==> config.mk <==
export PLATFORM = sky130hd
export DESIGN_NAME = qos_lrg_arbiter
export DESIGN_NICKNAME = d
export VERILOG_FILES = /design/src/rtl/qarb_pkg.sv /design/src/rtl/qarb_qos_sel.sv /design/src/rtl/qarb_top_filter.sv /design/src/rtl/qarb_lrg_order.sv /design/src/rtl/qos_lrg_arbiter.sv
export SDC_FILE = /design/constraint.sdc
export NUM_CORES = 1
export LEC_CHECK = 0
export ABC_AREA = 1
export BUFFER_PORTS_ARGS = -buffer_cell sky130_fd_sc_hd__buf_4
export CORE_MARGIN = 8
export CORE_UTILIZATION = 53
export DETAILED_ROUTE_END_ITERATION = 8
export PLACE_DENSITY = 0.82
export SETUP_SLACK_MARGIN = 0.05
export SKIP_LAST_GASP = 1
export SLEW_MARGIN = 20
export SYNTH_ARGS = -nofsm -noshare
export SYNTH_HDL_FRONTEND = slang
export SYNTH_HIERARCHICAL = 1
export SYNTH_SLANG_ARGS = --single-unit
==> constraint.sdc <==
create_clock -name clk -period 4.6 [get_ports clk]
set_input_delay 0 -clock clk [delete_from_list [all_inputs] [get_ports clk]]
set_output_delay 0 -clock clk [all_outputs]
set_load 0.1 [all_outputs]
==> src/rtl/qarb_pkg.sv <==
package qarb_pkg;
    typedef enum logic [1:0] {
        ARB_IDLE  = 2'd0,
        ARB_OFFER = 2'd1,
        ARB_TAKE  = 2'd2
    } arb_phase_e;

    function automatic int unsigned idx_width(input int unsigned n);
        return (n > 1) ? $clog2(n) : 1;
    endfunction
endpackage

==> src/rtl/qarb_qos_sel.sv <==
module qarb_qos_sel #(
    parameter int N  = 4,
    parameter int QW = 4
) (
    input  logic [N*QW-1:0] qos_in,
    input  logic [N-1:0]    ovr_en,
    input  logic [N*QW-1:0] ovr_qos,
    output logic [N*QW-1:0] eff_qos
);
    for (genvar g = 0; g < N; g++) begin : g_lane
        assign eff_qos[g*QW +: QW] = ovr_en[g] ? ovr_qos[g*QW +: QW]
                                               : qos_in[g*QW +: QW];
    end
endmodule

==> src/rtl/qarb_top_filter.sv <==
module qarb_top_filter #(
    parameter int N  = 4,
    parameter int QW = 4
) (
    input  logic [N-1:0]    req,
    input  logic [N*QW-1:0] eff_qos,
    output logic [N-1:0]    top_mask
);
    logic [QW-1:0] best;

    always_comb begin
        best = '0;
        for (int i = 0; i < N; i++) begin
            if (req[i] && (eff_qos[i*QW +: QW] > best)) begin
                best = eff_qos[i*QW +: QW];
            end
        end
        for (int i = 0; i < N; i++) begin
            top_mask[i] = req[i] && (eff_qos[i*QW +: QW] == best);
        end
    end
endmodule

==> src/rtl/qarb_lrg_order.sv <==
module qarb_lrg_order #(
    parameter int N  = 4,
    parameter int IW = 2
) (
    input  logic            clk,
    input  logic            rst_n,
    input  logic [N-1:0]    cand,
    input  logic            upd,
    output logic [N-1:0]    win_oh,
    output logic [IW-1:0]   win_idx,
    output logic            win_any,
    output logic [N*IW-1:0] ord_flat
);
    logic [IW-1:0] ord_q [N];
    logic [IW-1:0] ord_d [N];
    logic [IW-1:0] wpos;

    // Scan from least to most recently granted; first candidate wins.
    always_comb begin
        win_any = 1'b0;
        wpos    = '0;
        win_idx = '0;
        for (int p = 0; p < N; p++) begin
            if (!win_any && cand[ord_q[p]]) begin
                win_any = 1'b1;
                wpos    = IW'(p);
                win_idx = ord_q[p];
            end
        end
        for (int i = 0; i < N; i++) begin
            win_oh[i] = win_any && (win_idx == IW'(i));
        end
    end

    // Close the gap left by the winner and append it at the recent end.
    always_comb begin
        for (int p = 0; p < N - 1; p++) begin
            ord_d[p] = (p >= int'(wpos)) ? ord_q[p+1] : ord_q[p];
        end
        ord_d[N-1] = win_idx;
    end

    always_ff @(posedge clk or negedge rst_n) begin
        if (!rst_n) begin
            for (int p = 0; p < N; p++) begin
                ord_q[p] <= IW'(p);
            end
        end else if (upd && win_any) begin
            for (int p = 0; p < N; p++) begin
                ord_q[p] <= ord_d[p];
            end
        end
    end

    for (genvar g = 0; g < N; g++) begin : g_flat
        assign ord_flat[g*IW +: IW] = ord_q[g];
    end
endmodule

==> src/rtl/qos_lrg_arbiter.sv <==
module qos_lrg_arbiter
    import qarb_pkg::*;
#(
    parameter int N  = 4,
    parameter int QW = 4,
    parameter int IW = idx_width(N)
) (
    input  logic            clk,
    input  logic            rst_n,
    input  logic [N-1:0]    req,
    input  logic [N*QW-1:0] qos_in,
    input  logic [N-1:0]    ovr_en,
    input  logic [N*QW-1:0] ovr_qos,
    input  logic            accept,
    output logic [N-1:0]    grant,
    output logic [IW-1:0]   grant_idx
);
    logic [N*QW-1:0] eff_qos;
    logic [N-1:0]    top_mask;
    logic            win_any;
    logic            upd;
    logic [N*IW-1:0] ord_flat;
    arb_phase_e      phase;

    qarb_qos_sel #(.N(N), .QW(QW)) u_sel (
        .qos_in  (qos_in),
        .ovr_en  (ovr_en),
        .ovr_qos (ovr_qos),
        .eff_qos (eff_qos)
    );

    qarb_top_filter #(.N(N), .QW(QW)) u_filt (
        .req      (req),
        .eff_qos  (eff_qos),
        .top_mask (top_mask)
    );

    qarb_lrg_order #(.N(N), .IW(IW)) u_ord (
        .clk      (clk),
        .rst_n    (rst_n),
        .cand     (top_mask),
        .upd      (upd),
        .win_oh   (grant),
        .win_idx  (grant_idx),
        .win_any  (win_any),
        .ord_flat (ord_flat)
    );

    always_comb begin
        unique case ({win_any, accept})
            2'b10:   phase = ARB_OFFER;
            2'b11:   phase = ARB_TAKE;
            default: phase = ARB_IDLE;
        endcase
    end

    assign upd = (phase == ARB_TAKE);
endmodule

==> results of run 1 <==
## cells by family after synthesis
kind of cell    after synthesis  synth area share
compound gates               23            0.0701
fa+ha+maj                    12            0.0786
buf+inv                      56             0.117
flops                         8             0.107
simple gates                233             0.627
## through the flow
step           instance area, um2  TNS [ns]
4_1_cts                      3460    -0.739
3_5_place_dp                 2990     -6.42
3_3_place_gp                 2990     -4.25
2_1_floorplan                2230    -0.518
## synth_stat cells
library cell	number	share of area
a21oi_2	1	0.0046
o21bai_1	1	0.0039
inv_1	41	0.081
buf_6	1	0.0059
nor2_2	8	0.026
dfrtp_1	4	0.052
nand3_2	16	0.084
nor2_1	5	0.0098
nand3_1	47	0.12
nand2_2	12	0.039
inv_2	13	0.026
nand3_4	1	0.0092
nor2_4	5	0.029
nand4_1	1	0.0033
nand2_1	128	0.25
o21ai_0	7	0.018
o21ai_2	2	0.0092
o21ai_1	5	0.013
or2_2	1	0.0033
ha_1	12	0.079
a21oi_1	5	0.013
inv_6	1	0.0046
o21a_1	2	0.0079
nand3b_1	1	0.0039
nand2_4	7	0.041
dfstp_2	4	0.055
and2_1	1	0.0033
## timing repair
action	CTS
setup endpoints to repair	14
setup buffers	16
resized for setup	74
hold buffers	1
cloned	1
hold endpoints to repair	8
pin swaps	39
==> flow_summary.json, run 1 <==
{
  "gp_congestion": 0.957,
  "place_hpwl_mm": 5.41,
  "status": "aborted with a tool error",
  "lastStage": "global routing",
  "avgSynthCellArea_um2": 5.75,
  "die_height_um": 76.0,
  "yosysWarnings": 6,
  "numPortBuffers": 48,
  "cts_root_buffer": "clkbuf_4",
  "place_ws_ns": -0.563,
  "cts_buffers": 3,
  "synth_cells": 332,
  "htreeDepth": 1,
  "io_pins": 49,
  "worst-ep-kind": "top-level output",
  "cts_sinks": 8,
  "die_x_um": 76.0,
  "initial_core_util": 0.538,
  "yosys_register_bits": 8,
  "fp-row-count": 22,
  "tool.error": "[ERROR DPL-0038] Utilization greater than 100%, impossible to legalize",
  "synth.distinct_cells": 27,
  "ys_seq_area_frac": 0.107,
  "grt-worst-endpoint": "grant[3]",
  "grt_max_degree": 9,
  "placedCellCount": 474,
  "synthesis.area_mm2": 0.00191,
  "synthesis.nets": 387,
  "clk_path_buf_depth": 2
}
==> inputs of run 2 (changes only) <==
--- a/config.mk
+++ b/config.mk
@@ -8,10 +8,9 @@
 export ABC_AREA = 1
 export BUFFER_PORTS_ARGS = -buffer_cell sky130_fd_sc_hd__buf_4
 export CORE_MARGIN = 8
-export CORE_UTILIZATION = 53
+export CORE_UTILIZATION = 38
 export DETAILED_ROUTE_END_ITERATION = 8
-export PLACE_DENSITY = 0.82
-export SETUP_SLACK_MARGIN = 0.05
+export PLACE_DENSITY_LB_ADDON = 0.15
 export SKIP_LAST_GASP = 1
 export SLEW_MARGIN = 20
 export SYNTH_ARGS = -nofsm -noshare
==> run 2 against run 1 <==
Net effect:
- the flow now finishes, with violations (setup timing)
- synthesized cell count stayed put
- synthesized area unchanged
==> flow_summary.json, run 2 <==
{
  "dr.pass1.iters": 5,
  "slowest_stage": "ha_1",
  "cts_sinks": 8,
  "finalNetCount": 506,
  "cts_buffers": 3,
  "worstMarginPinSlew_ns": 0.384,
  "drtIter0Drc": 147,
  "synth-edff-count": 0,
  "multi_input_area_mm2": 0.00227,
  "fp-row-count": 26,
  "rr_startpoint": "u_ord/ord_flat[2]$_DFFE_PN1P_",
  "ir_worst_vdd_mv": 0.441,
  "cp-end-kind": "output port",
  "grt.total_usage": 0.193,
  "num_vias": 2603,
  "synthesis.area_mm2": 0.00191,
  "largest_reg_flops": 8,
  "grt_setup_unrepaired": "yes",
  "grt_pass1_wl_mm": 11.9,
  "viasPerCell": 5.01,
  "final_cell_mix": "buf_4 (99), nand2_1 (81), nand2_4 (32)",
  "wl_per_cell_um": 14.9,
  "drive_gt1_frac": 0.644,
  "cap_violations": 0,
  "rr_worst_depth": 13,
  "status": "finished with violations",
  "antenna_found_initial": 0,
  "core_area_mm2": 0.00498,
  "die_area_mm2": 0.00755,
  "reg2reg_to": "u_ord/ord_flat[6]$_DFFE_PN1P_",
  "fmax_mhz": 196,
  "hold_viol": 0,
  "post-synth-top-area-fraction": 0.251,
  "fin_cells": 520,
  "maxSlewHeadroom": 0.743,
  "yosys_most_used_dff": "dfstp_2",
  "hp-class": "in -> async",
  "crit_arrival_ns": 5.09,
  "grt_max_degree": 9,
  "synthesis.nets": 387,
  "initial_core_util": 0.384,
  "required_ns": 4.60,
  "grt_pass1_vias": 2702,
  "cts_tree": "built",
  "fill_cells": 354,
  "wirelength_mm": 7.77,
  "p_leak_nw": 1.90,
  "violations": "setup timing",
  "power_density_mw_per_mm2": 398,
  "io_pins": 49,
  "fin_crit_ns": 5.09,
  "insertion_delay_ns": 0.24,
  "regArea_um2": 205,
  "yosysTopAreaCell": "nand2_1",
  "clk_path_buf_depth": 2,
  "yosys_register_bits": 8,
  "synth.top_cells.by_area": "nand2_1 (25%), nand3_1 (12%), nand3_2 (8.4%)",
  "synth_cells": 332,
  "synth_most_common_cell": "nand2_1",
  "synth_common_cells": "nand2_1 (128), nand3_1 (47), inv_1 (41), nand3_2 (16), inv_2 (13)",
  "synth.distinct_cells": 27,
  "avgSynthCellArea_um2": 5.75,
  "fin_crit_sh": 1.11,
  "placedCellCount": 493,
  "crit_path_max_fanout": 6,
  "drtAntennaViolNets": 0,
  "path_common_cell": "nand2_4",
  "gp_congestion": 0.904,
  "critPathMaxStageDelay_ns": 0.27,
  "async_flop_share": 1.00,
  "layout_commonest_cell": "buf_4",
  "htreeDepth": 1,
  "setup_viol_count_final": 14,
  "path_class": "in -> out",
  "path_clk_slew_ns": 0.04,
  "numPortBuffers": 48,
  "grt_overflow": 0,
  "finClkSkew_ns": 0.000672,
  "slew_viol_final": 0,
  "finalPower_mw": 1.53,
  "area_growth_pct": 101,
  "die_x_um": 86.9,
  "r2r_slack_ns": 2.69,
  "yosysWarnings": 6,
  "diodes": 0,
  "cts_root_buffer": "clkbuf_8",
  "ys_seq_area_frac": 0.107,
  "drc": 0,
  "place_hpwl_mm": 5.15,
  "cp-start-kind": "input port",
  "finalWorstSetupSlack_ns": -0.489,
  "die_height_um": 86.9
}
run 2: cell counts after synthesis:
No cell type changed its count.
run 2: layer usage:
metal	share of wire	wire length [um]	global-route usage	up-vias
met5	0	0	0	-
met3	0.026	202	0.0179	17
met4	0.022	168	0.0955	0
li1	-	-	-	1295
met1	0.40	3100	0.204	1226
met2	0.55	4290	0.371	65
run 2: cell type report:
type | instances | area share
Timing Repair Buffer | 114 | 0.251
Multi-Input combinational cell | 269 | 0.592
Sequential cell | 8 | 0.0535
Tap cell | 70 | 0.0228
Clock buffer | 4 | 0.0117
Inverter | 55 | 0.0688
run 2: repair_timing:
item | in CTS | in global routing
setup buffers | 15 | 6
setup endpoints to repair | 14 | 14
hold endpoints to repair | 8 | 0
pin swaps | 59 | 37
gates cloned | 1 | 0
hold buffers | 1 | 0
resized for setup | 72 | 74
run 2: report_power, final:
part,total (mW),switching (mW),internal [mW],leakage (nW)
combinational,1.30,0.778,0.526,1.79
clock,0.0943,0.0337,0.0606,0.0228
sequential,0.128,0.0322,0.0956,0.0957
run 2: worst max-delay path by stage:
stage	start	endpoint	cells after the start
2_1_floorplan	ovr_en[0]	grant[2]	43
3_3_place_gp	ovr_en[0]	grant[0]	45
3_5_place_dp	ovr_en[0]	grant[0]	47
4_1_cts	ovr_en[0]	grant[3]	47
5_1_grt	ovr_en[0]	grant[0]	45
6_report	ovr_en[0]	grant[0]	46
run 2: logic make-up (layout without fill, tap and decap cells):
logic type | Yosys count | after routing | share of synthesized area
adder cells (fa/ha/maj) | 12 | 12 | 0.0786
flip-flops | 8 | 8 | 0.107
buffers and inverters | 56 | 173 | 0.117
AO/OA/AOI/OAI | 23 | 23 | 0.0701
AND/OR/NAND/NOR | 233 | 234 | 0.627
run 2: critical path: cells and delay by family:
kind / cells / cell delay [ns]
adder cells (fa/ha/maj): 3 / 0.72
AND/OR/NAND/NOR: 27 / 2.71
buffers and inverters: 13 / 1.12
AO/OA/AOI/OAI: 3 / 0.51
run 2: metrics by stage:
stage / setup TNS, ns / hold slack [ns] / cell area [um2] / util / setup slack, ns
floorplan: -0.518 / -0.296 / 2230 / - / -0.142
global placement: -4.60 / -0.175 / 2990 / 0.601 / -0.403
detailed placement: -5.03 / -0.175 / 2990 / 0.601 / -0.444
CTS: -0.920 / 0.115 / 3460 / 0.696 / -0.175
global route: -8.32 / 0.122 / 3830 / 0.770 / -0.766
finish: -4.34 / 0.119 / 3830 / 0.770 / -0.489
Note: power is estimated with default switching activity, not from simulation.
